**src/rtl/exc_pkg.sv**
```systemverilog
package exc_pkg;
    localparam int FRAME_WORDS = 8;
    localparam int FRAME_W     = $clog2(FRAME_WORDS);

    typedef enum logic [1:0] {
        ST_RUN,
        ST_PUSH,
        ST_VFETCH,
        ST_POP
    } seq_state_t;
endpackage

```
**src/rtl/exc_pend_arb.sv**
```systemverilog
module exc_pend_arb #(
    parameter  int N_IRQ   = 8,
    parameter  int PRIO_W  = 2,
    localparam int ID_W    = $clog2(N_IRQ + 1),
    localparam int EPRIO_W = PRIO_W + 1
) (
    input  logic                    clk,
    input  logic                    rst_n,
    input  logic                    nmi_i,
    input  logic [N_IRQ-1:0]        irq_i,
    input  logic [N_IRQ*PRIO_W-1:0] irq_prio_i,
    input  logic                    clr_i,
    input  logic [ID_W-1:0]         clr_id_i,
    output logic                    win_valid_o,
    output logic [ID_W-1:0]         win_id_o,
    output logic [EPRIO_W-1:0]      win_prio_o
);
    localparam int NSRC = N_IRQ + 1;

    logic [NSRC-1:0]    pend_q;
    logic [NSRC-1:0]    req;
    logic [NSRC-1:0]    clr_mask;
    logic [EPRIO_W-1:0] eprio [NSRC];

    assign req = {irq_i, nmi_i};

    // Slot 0 is the non-maskable source; slot g is ordinary request g-1.
    generate
        for (genvar g = 0; g < NSRC; g++) begin : g_src
            assign clr_mask[g] = clr_i && (clr_id_i == ID_W'(g));
            if (g == 0) begin : g_nmi
                assign eprio[g] = '0;
            end else begin : g_irq
                assign eprio[g] = EPRIO_W'(irq_prio_i[(g-1)*PRIO_W +: PRIO_W]) + EPRIO_W'(1);
            end
        end
    endgenerate

    always_ff @(posedge clk or negedge rst_n) begin
        if (!rst_n) begin
            pend_q <= '0;
        end else begin
            pend_q <= (pend_q | req) & ~clr_mask;
        end
    end

    // Scan from the highest slot down with <=, so a tie leaves the lower slot.
    always_comb begin
        win_valid_o = 1'b0;
        win_id_o    = '0;
        win_prio_o  = '1;
        for (int i = NSRC - 1; i >= 0; i--) begin
            if (pend_q[i] && (!win_valid_o || eprio[i] <= win_prio_o)) begin
                win_valid_o = 1'b1;
                win_id_o    = ID_W'(i);
                win_prio_o  = eprio[i];
            end
        end
    end

    // a pending non-maskable request always owns the arbitration
    p_nmi_wins_r2: assert property (@(posedge clk) disable iff (!rst_n)
        pend_q[0] |-> (win_valid_o && win_id_o == '0 && win_prio_o == '0));

    // a bit leaves the pending set only through a clear
    p_pend_sticky_r12: assert property (@(posedge clk) disable iff (!rst_n)
        ($past(pend_q[0]) && !$past(clr_mask[0])) |-> pend_q[0]);
endmodule

```
**src/rtl/exc_act_stack.sv**
```systemverilog
module exc_act_stack #(
    parameter  int DEPTH   = 5,
    parameter  int EPRIO_W = 3,
    localparam int DW      = $clog2(DEPTH + 1)
) (
    input  logic               clk,
    input  logic               rst_n,
    input  logic               push_i,
    input  logic [EPRIO_W-1:0] push_prio_i,
    input  logic               pop_i,
    output logic [EPRIO_W-1:0] top_prio_o,
    output logic [EPRIO_W-1:0] below_prio_o,
    output logic [DW-1:0]      depth_o
);
    logic [EPRIO_W-1:0] prio_q [DEPTH];
    logic [DW-1:0]      depth_q;

    always_ff @(posedge clk or negedge rst_n) begin
        if (!rst_n) begin
            depth_q <= '0;
            for (int i = 0; i < DEPTH; i++) begin
                prio_q[i] <= '1;
            end
        end else if (push_i) begin
            for (int i = 0; i < DEPTH; i++) begin
                if (DW'(i) == depth_q) begin
                    prio_q[i] <= push_prio_i;
                end
            end
            depth_q <= depth_q + DW'(1);
        end else if (pop_i) begin
            depth_q <= depth_q - DW'(1);
        end
    end

    // An empty stack reads as the all-ones thread level.
    always_comb begin
        top_prio_o   = '1;
        below_prio_o = '1;
        for (int i = 0; i < DEPTH; i++) begin
            if (DW'(i + 1) == depth_q) begin
                top_prio_o = prio_q[i];
            end
            if (DW'(i + 2) == depth_q) begin
                below_prio_o = prio_q[i];
            end
        end
    end

    assign depth_o = depth_q;

    // strict preemption bounds nesting to one level per priority value
    p_no_overflow_r6: assert property (@(posedge clk) disable iff (!rst_n)
        push_i |-> (depth_q < DW'(DEPTH)));

    // a return never happens with no active handler
    p_no_underflow_r7: assert property (@(posedge clk) disable iff (!rst_n)
        pop_i |-> (depth_q != '0 && !push_i));
endmodule

```
**src/rtl/exc_sequencer.sv**
```systemverilog
module exc_sequencer
    import exc_pkg::*;
#(
    parameter  int          N_IRQ    = 8,
    parameter  int          PRIO_W   = 2,
    parameter  logic [31:0] VEC_BASE = 32'h0000_0100,
    parameter  logic [31:0] SP_INIT  = 32'h0000_0400,
    localparam int          ID_W     = $clog2(N_IRQ + 1),
    localparam int          EPRIO_W  = PRIO_W + 1,
    localparam int          NEST     = (2 ** PRIO_W) + 1,
    localparam int          DEPTH_W  = $clog2(NEST + 1)
) (
    input  logic                    clk,
    input  logic                    rst_n,
    input  logic                    nmi_i,
    input  logic [N_IRQ-1:0]        irq_i,
    input  logic [N_IRQ*PRIO_W-1:0] irq_prio_i,
    input  logic [FRAME_WORDS*32-1:0] ctx_i,
    input  logic                    exc_return_i,
    output logic                    mem_req_o,
    output logic                    mem_we_o,
    output logic [31:0]             mem_addr_o,
    output logic [31:0]             mem_wdata_o,
    input  logic                    mem_ready_i,
    input  logic [31:0]             mem_rdata_i,
    output logic                    branch_o,
    output logic [31:0]             handler_addr_o,
    output logic [ID_W-1:0]         exc_id_o,
    output logic                    exit_done_o,
    output logic                    restore_we_o,
    output logic [FRAME_W-1:0]      restore_idx_o,
    output logic [31:0]             restore_data_o,
    output logic [31:0]             sp_o,
    output logic [DEPTH_W-1:0]      depth_o,
    output logic [EPRIO_W-1:0]      exec_prio_o
);
    seq_state_t st_q, st_nxt;

    logic               win_valid;
    logic [ID_W-1:0]    win_id;
    logic [EPRIO_W-1:0] win_prio;
    logic [EPRIO_W-1:0] top_prio, below_prio;

    logic [FRAME_W-1:0] cnt_q;
    logic [31:0]        sp_q;
    logic [ID_W-1:0]    sel_id_q;
    logic [EPRIO_W-1:0] sel_prio_q;
    logic               branch_q, exit_q;
    logic [31:0]        handler_q;
    logic [ID_W-1:0]    exc_id_q;

    logic beat, last, preempt, tail, abandon;
    logic stk_push, stk_pop, latch_sel, clr_pend;

    exc_pend_arb #(.N_IRQ(N_IRQ), .PRIO_W(PRIO_W)) u_arb (
        .clk        (clk),
        .rst_n      (rst_n),
        .nmi_i      (nmi_i),
        .irq_i      (irq_i),
        .irq_prio_i (irq_prio_i),
        .clr_i      (clr_pend),
        .clr_id_i   (sel_id_q),
        .win_valid_o(win_valid),
        .win_id_o   (win_id),
        .win_prio_o (win_prio)
    );

    exc_act_stack #(.DEPTH(NEST), .EPRIO_W(EPRIO_W)) u_stk (
        .clk         (clk),
        .rst_n       (rst_n),
        .push_i      (stk_push),
        .push_prio_i (sel_prio_q),
        .pop_i       (stk_pop),
        .top_prio_o  (top_prio),
        .below_prio_o(below_prio),
        .depth_o     (depth_o)
    );

    assign beat    = mem_req_o && mem_ready_i;
    assign last    = (cnt_q == FRAME_W'(FRAME_WORDS - 1));
    assign preempt = win_valid && (win_prio < top_prio);
    assign tail    = win_valid && (win_prio < below_prio);
    assign abandon = (st_q == ST_POP) && win_valid && (win_prio < top_prio);

    // State register
    always_ff @(posedge clk or negedge rst_n) begin
        if (!rst_n) begin
            st_q <= ST_RUN;
        end else begin
            st_q <= st_nxt;
        end
    end

    // Transitions and control strobes
    always_comb begin
        st_nxt    = st_q;
        stk_push  = 1'b0;
        stk_pop   = 1'b0;
        latch_sel = 1'b0;
        clr_pend  = 1'b0;
        unique case (st_q)
            ST_RUN: begin
                if (exc_return_i) begin
                    stk_pop = 1'b1;
                    if (tail) begin
                        st_nxt    = ST_VFETCH;
                        latch_sel = 1'b1;
                    end else begin
                        st_nxt = ST_POP;
                    end
                end else if (preempt) begin
                    st_nxt = ST_PUSH;
                end
            end
            ST_PUSH: begin
                if (beat && last) begin
                    st_nxt    = ST_VFETCH;
                    latch_sel = 1'b1;
                end
            end
            ST_VFETCH: begin
                if (beat) begin
                    st_nxt   = ST_RUN;
                    stk_push = 1'b1;
                    clr_pend = 1'b1;
                end
            end
            ST_POP: begin
                if (abandon) begin
                    st_nxt    = ST_VFETCH;
                    latch_sel = 1'b1;
                end else if (beat && last) begin
                    st_nxt = ST_RUN;
                end
            end
            default: st_nxt = ST_RUN;
        endcase
    end

    // Memory-side and core-side outputs
    always_comb begin
        mem_req_o    = (st_q != ST_RUN);
        mem_we_o     = (st_q == ST_PUSH);
        mem_addr_o   = sp_q;
        mem_wdata_o  = '0;
        restore_we_o = 1'b0;
        unique case (st_q)
            ST_PUSH: begin
                mem_addr_o  = sp_q - 32'd4;
                mem_wdata_o = ctx_i[(FRAME_WORDS - 1 - int'(cnt_q))*32 +: 32];
            end
            ST_VFETCH: mem_addr_o = VEC_BASE + (32'(sel_id_q) << 2);
            ST_POP: begin
                mem_addr_o   = sp_q;
                restore_we_o = beat && !abandon;
            end
            default: mem_addr_o = sp_q;
        endcase
    end

    assign restore_idx_o  = cnt_q;
    assign restore_data_o = mem_rdata_i;

    // Datapath registers
    always_ff @(posedge clk or negedge rst_n) begin
        if (!rst_n) begin
            cnt_q      <= '0;
            sp_q       <= SP_INIT;
            sel_id_q   <= '0;
            sel_prio_q <= '0;
            branch_q   <= 1'b0;
            exit_q     <= 1'b0;
            handler_q  <= '0;
            exc_id_q   <= '0;
        end else begin
            branch_q <= 1'b0;
            exit_q   <= 1'b0;
            if (st_q == ST_RUN) begin
                cnt_q <= '0;
            end else if (beat && (st_q == ST_PUSH || st_q == ST_POP) && !abandon) begin
                cnt_q <= cnt_q + FRAME_W'(1);
            end
            if (latch_sel) begin
                sel_id_q   <= win_id;
                sel_prio_q <= win_prio;
            end
            if (st_q == ST_PUSH && beat) begin
                sp_q <= sp_q - 32'd4;
            end else if (abandon) begin
                sp_q <= sp_q - (32'(cnt_q) << 2);
            end else if (st_q == ST_POP && beat) begin
                sp_q <= sp_q + 32'd4;
                exit_q <= last;
            end
            if (st_q == ST_VFETCH && beat) begin
                branch_q  <= 1'b1;
                handler_q <= mem_rdata_i;
                exc_id_q  <= sel_id_q;
            end
        end
    end

    assign branch_o       = branch_q;
    assign handler_addr_o = handler_q;
    assign exc_id_o       = exc_id_q;
    assign exit_done_o    = exit_q;
    assign sp_o           = sp_q;
    assign exec_prio_o    = top_prio;

    // the core may only return from a running handler
    p_ret_legal_r7: assert property (@(posedge clk) disable iff (!rst_n)
        exc_return_i |-> (st_q == ST_RUN && depth_o != '0));

    // exit pulse follows the restore of the last frame word
    p_exit_after_last_r7: assert property (@(posedge clk) disable iff (!rst_n)
        exit_done_o |-> ($past(restore_we_o) && $past(restore_idx_o) == FRAME_W'(FRAME_WORDS - 1)));

    // a stalled frame write holds its beat
    p_wr_hold_r11: assert property (@(posedge clk) disable iff (!rst_n)
        (mem_req_o && mem_we_o && !mem_ready_i) |=>
        (mem_req_o && mem_we_o && $stable(mem_addr_o) && $stable(mem_wdata_o)));

    // every entry pulse is matched by one more active level
    p_branch_depth_r5: assert property (@(posedge clk) disable iff (!rst_n)
        branch_o |-> (depth_o == $past(depth_o) + DEPTH_W'(1)));

    // a vector read reached straight from running code is a return
    p_tail_from_ret_r8: assert property (@(posedge clk) disable iff (!rst_n)
        ($past(st_q) == ST_RUN && st_q == ST_VFETCH) |-> $past(exc_return_i));

    // an abandoned restore never reports an exit
    p_abandon_noexit_r10: assert property (@(posedge clk) disable iff (!rst_n)
        ($past(st_q) == ST_POP && st_q == ST_VFETCH) |-> !exit_done_o);
endmodule

```
**config.mk**
```make
export PLATFORM = sky130hd
export DESIGN_NAME = exc_sequencer
export DESIGN_NICKNAME = d
export VERILOG_FILES = /design/src/rtl/exc_pkg.sv /design/src/rtl/exc_pend_arb.sv /design/src/rtl/exc_act_stack.sv /design/src/rtl/exc_sequencer.sv
export SDC_FILE = /design/constraint.sdc
export NUM_CORES = 1
export LEC_CHECK = 0
export ABC_AREA = 1
export BUFFER_PORTS_ARGS = -buffer_cell sky130_fd_sc_hd__buf_4
export CORE_AREA = 2 2 192 194
export DETAILED_ROUTE_END_ITERATION = 8
export DIE_AREA = 0 0 194 196
export PLACE_DENSITY = 0.71
export SLEW_MARGIN = 10
export SYNTH_ARGS = -nofsm -noshare
export SYNTH_HDL_FRONTEND = slang
export SYNTH_HIERARCHICAL = 1
export SYNTH_SLANG_ARGS = --single-unit
```
**constraint.sdc**
```tcl
create_clock -name clk -period 11.1 [get_ports clk]
set_clock_uncertainty 0.2 [all_clocks]
set_input_delay 0.555 -clock clk [delete_from_list [all_inputs] [get_ports clk]]
set_output_delay 0.555 -clock clk [all_outputs]
set_load 0.1 [all_outputs]
```
==> results by group, run 1 <==
Run status
  – Outcome: finished, final reports clean

Synthesis
  – Synth warn: 6
  – Mapped Area: 0.0118 mm2
  – Synth Instances: 1965
  – Yosys reg bits: 107
  – Post-synth EDFFs: 0
  – Post-synth top flop: dfrtp_1
  – Yosys top cell area share: 0.192
  – Avg Inst Size Synth: 6.03 um2
  – Sequential share of the synthesized area: 0.228
  – Yosys cell types: 56
  – Area contributors post-synth: dfrtp_1 (19%), nand2_1 (15%), nor2_1 (10%)
  – Yosys top cell by area: dfrtp_1
  – Post-synth ARST share: 1.00

Floorplan
  – Std cell rows: 70
  – Die Ht: 196 um
  – Core area: 0.0361 mm2
  – Initial core utilization: 0.328
  – Die area: 0.0380 mm2
  – # IOs: 495
  – Die width: 194 um

Clock network
  – TritonCTS Buffers: 9
  – Clock Path Buffers: 2
  – Reg clk slew, reported paths: 0.09 ns
  – TritonCTS Sinks: 107
  – CTS Root Cell: clkbuf_16
  – Worst skew pair latency: 0.37 ns
  – CTS tree: built
  – Htree depth: 3

Route
  – DR iter-0 viols: 1175
  – DRT Pass-1 Iters: 7
  – Final ANT Viol Nets: 0
  – Overall routed net length: 55.0 mm
  – WL/cell: 19.3 um
  – DR vias/cell: 5.32
  – Residual DRC: 0
  – Total vias in the final route: 15200

Run
  – MaxCap Viol Count: 0

Power and ir drop
  – Design Power: 6.11 mW
  – VDD IR max: 0.000299 V
  – Pwr dens: 372 mW/mm2
  – Leak Pwr: 8.35 nW

Timing
  – Least-Margin Pin Slew: 1.12 ns
  – Final count of pins violating max slew: 0
  – F_max: 0.0946 GHz
  – Setup-failing EPs final: 0
  – Min cycle time layout: 10.57 ns
  – Tcrit/Tclk final: 0.952
  – Final Hold Viols: 0
  – Worst slew margin: 0.248
  – Hold WS: 0.188 ns
  – RSZ-0062 raised after global routing: yes

Critical path
  – Setup crit start kind: flip-flop
  – Critical path class: reg2reg
  – Peak per-stage delay on the critical path: 0.44 ns
  – Worst R2R Setup Slack: 0.53 ns
  – CP arrival: 10.61 ns
  – Worst path bufs/invs: 15
  – Worst Path Required: 11.15 ns
  – Crit path capture type: flip-flop
  – R2R depth: 82
  – CP delay by family, top: simple AND/OR/NAND/NOR gates
  – Critical-path top delay cell: dfrtp_2
  – Origin of the critical flop-to-flop path: u_arb/pend_q[8]
  – Reg2reg end: sp_o[8]
  – Worst Path Max Fanout: 7
  – Most frequent CP cell: nand2_1

GRT
  – Busiest layer in global routing: met2
  – Global Route met2 Usage: 0.464
  – First-pass GRT wire length: 81.5 mm
  – Vias in the first global route: 14300
  – Met3 usage: 0.0621
  – Total track usage: 0.272
  – Total grt overflow: 0
  – Met1 Resource Use GR: 0.328
  – Initial antenna violation count: 6
  – Largest net degree at the start of global routing: 102

Placement
  – Placer Congestion: 0.984
  – Dpl cell area: 0.0157 mm2
  – Detail Placement HPWL: 42.8 mm
  – IO buf count: 490

Final layout
  – Nets: 2744
  – Reg area: 0.00270 mm2
  – Most frequent cells in the layout: buf_4 (530), nand2_1 (449), nor2_1 (312)
  – Final core utilization: 0.456
  – Design area: 0.0164 mm2
  – Fillers: 3740
  – Synth-to-layout area growth: 38.8%
  – Leading cell type in the layout, fill and taps excluded: buf_4
  – Share of cells above drive strength 1: 0.304
  – Multi-input gate area: 0.00806 mm2

Hold path
  – HP Start: mem_rdata_i[9]
  – Hold Path Class: in2reg
  – Hold path cells: 3
  – Worst Hold Endpoint: handler_addr_o[9]
cell families (layout without fill, tap and decap cells):
kind of cell	after synthesis	after routing	share of synthesized area
AND/OR/NAND/NOR	1033	1033	0.376
AO/OA/AOI/OAI	410	410	0.196
buffers and inverters	331	745	0.121
flip-flops	107	107	0.228
adder cells (fa/ha/maj)	50	50	0.0534
XOR/XNOR	30	30	0.0222
multiplexers	3	3	0.00275
other	1	8	0.000317
synth_stat cells (all sizes together), types with 8 or more instances:
master / n
o21ai: 233
a21oi: 50
xor2: 29
dfrtp: 91
ha: 49
a31oi: 41
buf: 60
inv: 189
clkbuf: 77
dfstp: 16
o221ai: 8
nand3: 127
or2: 9
and2: 10
nand2: 494
nand4: 44
o22ai: 53
nor3: 8
nor2: 338
tightest hold or removal path: stages:
cell and delay (ns):
buf_4 0.08, nand2_1 0.04, nand2_1 0.05
state kept, by name, summed over array words and instances (netlist names):
name,count
st_q,2
restore_idx_o,3
exc_id_o,4
u_arb/pend_q,9
sel_id_q,4
exit_done_o,1
sp_o,30
u_stk/depth_o,3
branch_o,1
handler_addr_o,32
sel_prio_q,3
u_stk/prio_q,15
how the worst max path moves through the flow:
| stage | start | endpoint | slack, ns | cells after the start |
|---|---|---|---|---|
| 2_1_floorplan | irq_prio_i[14] | sp_o[28] | 0.33 | 91 |
| 3_3_place_gp | irq_prio_i[14] | sp_o[28] | 0.20 | 88 |
| 3_5_place_dp | irq_prio_i[14] | sp_o[28] | -0.28 | 86 |
| 4_1_cts | u_arb/pend_q[8] | sp_o[28] | 0.08 | 85 |
| 5_1_grt | u_arb/pend_q[8] | sp_o[19] | -0.15 | 80 |
| 6_report | u_arb/pend_q[8] | sp_o[8] | 0.53 | 82 |
per-layer routing:
layer,part of all wire,wire (um),vias to the layer above
met4,0.039,2150,2
met2,0.49,26700,782
met5,0.00024,13,-
met1,0.39,21300,7050
li1,-,-,7256
met3,0.088,4830,95
layout make-up:
type,instances,share of cell area
antenna,4,0.000609
clock buffer,9,0.0137
clock inverter,7,0.00419
inverter,194,0.0449
multi-input combinational,1530,0.490
sequential,107,0.164
tap,468,0.0356
timing repair buffer,535,0.246
per-stage QoR:
| stage | setup slack [ns] | setup TNS, ns | instances |
|---|---|---|---|
| 5_1_grt | -0.147 | -2.20 | 2854 |
| 3_5_place_dp | -0.278 | -2.28 | 2816 |
| 4_1_cts | 0.0799 | 0 | 2833 |
| 6_report | 0.533 | 0 | 2854 |
| 3_3_place_gp | 0.195 | 0 | 2816 |
| 2_1_floorplan | 0.335 | 0 | 1968 |
power breakdown:
group          total [mW]  internal, mW  switching, mW  leakage [nW]
sequential          0.718         0.531          0.187          1.26
clock               0.335         0.159          0.176         0.143
combinational        5.06          1.35           3.71          6.95
total                6.11          2.04           4.07          8.35
repair_timing:
| action | CTS | global route |
|---|---|---|
| endpoints found under the setup margin | 0 | 32 |
| setup buffers | 0 | 17 |
| hold endpoints to repair | 32 | 0 |
| hold buffers | 1 | 0 |
| resized for setup | 0 | 77 |
Note: power is estimated with default switching activity, not from simulation.
==> run 2, diff against run 1 <==
--- a/config.mk
+++ b/config.mk
@@ -10,7 +10,7 @@
 export CORE_AREA = 2 2 192 194
 export DETAILED_ROUTE_END_ITERATION = 8
 export DIE_AREA = 0 0 194 196
-export PLACE_DENSITY = 0.71
+export PLACE_DENSITY = 0.69
 export SLEW_MARGIN = 10
 export SYNTH_ARGS = -nofsm -noshare
 export SYNTH_HDL_FRONTEND = slang
==> constraint.sdc (replaced) <==
create_clock -name clk -period 11 [get_ports clk]
set_clock_uncertainty 0.2 [all_clocks]
set_input_delay 0.55 -clock clk [delete_from_list [all_inputs] [get_ports clk]]
set_output_delay 0.55 -clock clk [all_outputs]
set_load 0.1 [all_outputs]
==> run 2 against run 1 <==
  * Clock power increased by 2%
  * Design area increased by 0.47%
  * Clock-buffer cell count is 1 higher
  * Fmax about the same
  * Sequential cell count unchanged
  * Sequential share of layout area decreased by 0.077 points
  * First-iteration DRC count up 9.9%
  * Largest cell class unchanged
==> results by group, run 2 (synthesis gave the netlist of run 1 again) <==
Timing
  – Worst slew margin: 0.203
  – F_max: 0.0946 GHz
  – Least-Margin Pin Slew: 1.19 ns
  – Setup-failing EPs final: 0
  – Tcrit/Tclk final: 0.961
  – Final count of pins violating max slew: 0
  – Crit path setup slack, layout: 0.424 ns
  – Min cycle time layout: 10.58 ns
  – Final Hold Viols: 0

Critical path
  – CP arrival: 10.68 ns
  – WP depth: 84
  – Worst Path Required: 11.11 ns
  – Worst path bufs/invs: 17
  – Critical path class: reg2reg
  – Critical-path top delay cell: dfrtp_2
  – Worst Path Max Fanout: 6
  – Most frequent CP cell: nand2_2
  – Setup crit start kind: flip-flop
  – R2R depth: 84
  – CP delay by family, top: simple AND/OR/NAND/NOR gates
  – Crit path capture type: flip-flop
  – Peak per-stage delay on the critical path: 0.44 ns

Clock network
  – TritonCTS Buffers: 9
  – CTS Root Cell: clkbuf_16
  – TritonCTS Sinks: 107
  – CTS tree: built
  – Reg clk slew, reported paths: 0.09 ns
  – Worst skew pair latency: 0.38 ns
  – Htree depth: 3
  – Clock Path Buffers: 2

GRT
  – Total grt overflow: 0
  – Largest net degree at the start of global routing: 85
  – Total track usage: 0.278
  – Initial antenna violation count: 3
  – First-pass GRT wire length: 83.0 mm
  – Vias in the first global route: 14400

Floorplan
  – Die area: 0.0380 mm2
  – # IOs: 495
  – Die Ht: 196 um
  – Die width: 194 um
  – Std cell rows: 70
  – Core area: 0.0361 mm2
  – Initial core utilization: 0.328

Route
  – DR iter-0 viols: 1291
  – Overall routed net length: 55.6 mm
  – Total vias in the final route: 15100
  – WL/cell: 19.5 um
  – DRT Pass-1 Iters: 6
  – Residual DRC: 0
  – Final ANT Viol Nets: 0
  – DR vias/cell: 5.27

Placement
  – Detail Placement HPWL: 43.7 mm
  – Dpl cell area: 0.0158 mm2
  – Place WS: -0.298 ns
  – Placer Congestion: 0.984
  – IO buf count: 490
  – Placed cells: 2830

Hold path
  – Hold path cells: 3
  – Hold Path Class: in2reg

Final layout
  – Share of cells above drive strength 1: 0.313
  – Design area: 0.0165 mm2
  – Multi-input gate area: 0.00810 mm2
  – Final core utilization: 0.458
  – Leading cell type in the layout, fill and taps excluded: buf_4
  – Synth-to-layout area growth: 39.4%
  – Max FFs per register: 32
  – Fillers: 3819
  – Most frequent cells in the layout: buf_4 (536), nand2_1 (446), nor2_1 (310)
  – Fin cells: 2858
  – Reg area: 0.00270 mm2
  – Nets: 2750

Power and ir drop
  – Pwr dens: 375 mW/mm2
  – Design Power: 6.19 mW
  – Clock power share: 0.055
  – Logic pwr share: 0.827
  – Switching Share: 0.667
  – Internal cell power: 2.06 mW
  – VDD IR max: 0.000313 V
  – Reg power frac: 0.118
  – Leak Pwr: 8.37 nW
  – NetSw: 4.13 mW

Run
  – MaxCap Viol Count: 0

Run status
  – Outcome: finished, final reports clean
## run 2: final cells by class
class | instances | area share
Clock buffer | 10 | 0.0139
Clock inverter | 6 | 0.00394
Inverter | 194 | 0.0447
Tap cell | 468 | 0.0354
Timing Repair Buffer | 541 | 0.248
Multi-Input combinational cell | 1530 | 0.490
Sequential cell | 107 | 0.164
Antenna cell | 2 | 0.000303
## run 2: what timing repair did
item,in CTS,in global routing
hold endpoints to repair,34,0
hold buffers,1,0
setup buffers,0,9
setup endpoints to repair,0,39
gates resized for setup,0,90
## run 2: worst register-to-register path: cells and delay by family (launching register included)
kind                       cells  cell delay (ns)
AOI/OAI and AO/OA             14             2.06
and+or+nand+nor               43             4.10
buffers and inverters         17             1.29
DFF                            1             0.44
adders and majority gates     10             2.45
## run 2: power by group through the flow
stage | clock network (mW) | logic [mW] | registers, mW
finish | 0.342 | 5.12 | 0.731
CTS | 0.348 | 4.88 | 0.729
floorplan | 0 | 2.87 | 1.47
global placement | 0 | 4.81 | 0.728
global route | 0.360 | 5.43 | 0.754
detailed placement | 0 | 4.87 | 0.735
## run 2: stage by stage
stage | setup TNS (ns) | hold WS (ns)
finish | 0 | 0.187
detailed placement | -3.63 | 0.259
CTS | 0 | 0.180
floorplan | 0 | 0.0544
global placement | 0 | 0.258
global route | -2.53 | 0.194
## run 2: final timing paths
path	from	endpoint	slack (ns)
worst max-delay path	u_arb/pend_q[8]	sp_o[24]	0.42
worst min-delay path	mem_rdata_i[29]	handler_addr_o[29]	0.19
worst max register to register	u_arb/pend_q[8]	sp_o[24]	0.42
worst min register to register	handler_addr_o[8]	handler_addr_o[8]	0.28
max in group asynchronous	rst_n	u_arb/pend_q[8]	8.71
min in group asynchronous	rst_n	sp_o[16]	0.51
## run 2: routing by layer
layer  vias up  global-route usage  wire [um]
li1       7265                   -          -
met5         -                   0         13
met1      7057               0.346      22400
met3        95              0.0426       3640
met2       655               0.483      27500
met4         2               0.111       2060
==> run 3, diff against run 2 <==
--- a/config.mk
+++ b/config.mk
@@ -7,10 +7,12 @@
 export LEC_CHECK = 0
 export ABC_AREA = 1
 export BUFFER_PORTS_ARGS = -buffer_cell sky130_fd_sc_hd__buf_4
-export CORE_AREA = 2 2 192 194
+export CELL_PAD_IN_SITES_DETAIL_PLACEMENT = 1
+export CELL_PAD_IN_SITES_GLOBAL_PLACEMENT = 1
+export CORE_MARGIN = 2
+export CORE_UTILIZATION = 33
 export DETAILED_ROUTE_END_ITERATION = 8
-export DIE_AREA = 0 0 194 196
-export PLACE_DENSITY = 0.69
+export PLACE_DENSITY = 0.93
 export SLEW_MARGIN = 10
 export SYNTH_ARGS = -nofsm -noshare
 export SYNTH_HDL_FRONTEND = slang
==> run 3 against run 2 <==
  * Combinational power is 5.5% higher
  * Critical path depth is 1 lower
  * Highest routed layer unchanged
  * Non-clock buffer count is 10 higher
  * Largest power group unchanged
  * Worst setup slack worse by 0.28 ns
  * Register-to-register slack worse by 0.28 ns
==> results by group, run 3 (synthesis gave the netlist of run 1 again) <==
Power and ir drop
  – Leak Pwr: 8.52 nW
  – Clock power share: 0.056
  – NetSw: 4.32 mW
  – VDD IR max: 0.000297 V
  – Internal cell power: 2.19 mW
  – Pwr dens: 384 mW/mm2
  – Reg power frac: 0.115
  – Switching Share: 0.664
  – Logic pwr share: 0.830

Route
  – WL/cell: 21.6 um
  – Overall routed net length: 61.9 mm
  – Residual DRC: 0
  – DR vias/cell: 5.51
  – Final ANT Viol Nets: 0
  – Total vias in the final route: 15800
  – DR iter-0 viols: 886
  – DRT Pass-1 Iters: 5

Floorplan
  – Die area: 0.0374 mm2
  – Die Ht: 193 um
  – Initial core utilization: 0.334
  – Die width: 193 um
  – Core area: 0.0355 mm2
  – # IOs: 495
  – Std cell rows: 69

Timing
  – Least-Margin Pin Slew: 1.17 ns
  – Final Hold Viols: 0
  – Min cycle time layout: 10.85 ns
  – Final count of pins violating max slew: 0
  – Setup-failing EPs final: 0
  – Crit path setup slack, layout: 0.148 ns
  – Hold WS: 0.000461 ns
  – Worst slew margin: 0.222
  – Tcrit/Tclk final: 0.987
  – F_max: 0.0921 GHz
  – RSZ-0062 raised after global routing: yes

Final layout
  – Share of cells above drive strength 1: 0.334
  – Most frequent cells in the layout: buf_4 (543), nand2_1 (425), nor2_1 (312)
  – Synth-to-layout area growth: 43.0%
  – Max FFs per register: 32
  – Leading cell type in the layout, fill and taps excluded: buf_4
  – Design area: 0.0169 mm2
  – Multi-input gate area: 0.00841 mm2
  – Fin cells: 2865
  – Nets: 2760
  – Fillers: 4757
  – Final core utilization: 0.478
  – Reg area: 0.00270 mm2

Critical path
  – Worst path bufs/invs: 14
  – Worst Path Max Fanout: 8
  – CP arrival: 10.96 ns
  – CP delay by family, top: simple AND/OR/NAND/NOR gates
  – Critical-path top delay cell: dfrtp_1
  – Worst Path Required: 11.11 ns
  – Most frequent CP cell: nand2_4
  – Peak per-stage delay on the critical path: 0.42 ns
  – Critical path class: reg2reg
  – Crit path capture type: flip-flop
  – Setup crit start kind: flip-flop

Clock network
  – Worst skew pair latency: 0.37 ns
  – TritonCTS Sinks: 107
  – Reg clk slew, reported paths: 0.09 ns
  – Htree depth: 3
  – Clock Path Buffers: 2
  – CTS Root Cell: clkbuf_16
  – Post-CTS Hold Buffers: 0
  – CTS tree: built
  – TritonCTS Buffers: 9

GRT
  – First-pass GRT wire length: 90.9 mm
  – Vias in the first global route: 16000
  – Initial antenna violation count: 6
  – Largest net degree at the start of global routing: 92
  – Total track usage: 0.306
  – Total grt overflow: 0

Placement
  – Placer Congestion: 1.00
  – IO buf count: 490
  – Place WS: -0.741 ns
  – Detail Placement HPWL: 47.4 mm
  – Dpl cell area: 0.0157 mm2
  – Placed cells: 2818

Hold path
  – Hold Path Class: in2async

Run
  – MaxCap Viol Count: 0

Run status
  – Outcome: finished, final reports clean
## run 3: final timing paths
kind                            cells past startpoint         startpoint                end  slack [ns]
worst max register to register                     83    u_arb/pend_q[8]           sp_o[22]        0.15
worst min-delay path                                1              rst_n           sp_o[23]      0.0005
min in group clk                                    3     mem_rdata_i[8]  handler_addr_o[8]        0.19
max in group asynchronous                           2              rst_n   restore_idx_o[0]        9.25
worst max-delay path                               83    u_arb/pend_q[8]           sp_o[22]        0.15
worst min register to register                      2  handler_addr_o[4]  handler_addr_o[4]        0.28
## run 3: layer usage
| layer | part of all wire | global-route usage | up-vias |
|---|---|---|---|
| met4 | 0.043 | 0.128 | 2 |
| met2 | 0.51 | 0.544 | 674 |
| met1 | 0.38 | 0.360 | 7668 |
| li1 | - | - | 7294 |
| met3 | 0.072 | 0.0551 | 148 |
| met5 | 0.00019 | 0 | - |
## run 3: worst reg2reg max path: cells and delay by family (launching register included)
family	cells	cell delay [ns]
flip-flops	1	0.42
adder cells (fa/ha/maj)	10	2.42
AO/OA/AOI/OAI	16	2.46
buffers and inverters	14	1.08
AND/OR/NAND/NOR	43	4.20
## run 3: power groups by stage
stage / sequential, mW / combinational (mW) / clock [mW]
final: 0.746 / 5.40 / 0.361
after global routing: 0.765 / 5.71 / 0.377
after CTS: 0.738 / 4.95 / 0.369
after detailed placement: 0.744 / 4.90 / 0
after global placement: 0.733 / 4.75 / 0
after floorplan: 1.47 / 2.87 / 0
## run 3: layout make-up
type                            count  area share
Clock buffer                        9      0.0133
Sequential cell                   107       0.159
Clock inverter                      7     0.00583
Inverter                          194      0.0438
Tap cell                          461      0.0340
Multi-Input combinational cell   1530       0.497
Timing Repair Buffer              551       0.246
Antenna cell                        6    0.000886
## run 3: what timing repair did
item / CTS / global route
setup buffers: 3 / 23
hold endpoints to repair: 0 / 0
cloned: 0 / 0
pin swaps: 3 / 74
gates resized for setup: 18 / 145
endpoints found under the setup margin: 27 / 40
## run 3: per-stage QoR
stage | TNS (ns) | power (mW)
finish | 0 | 6.51
global placement | 0 | 5.49
CTS | 0 | 6.06
global route | -7.21 | 6.86
detailed placement | -16.13 | 5.65
floorplan | 0 | 4.35
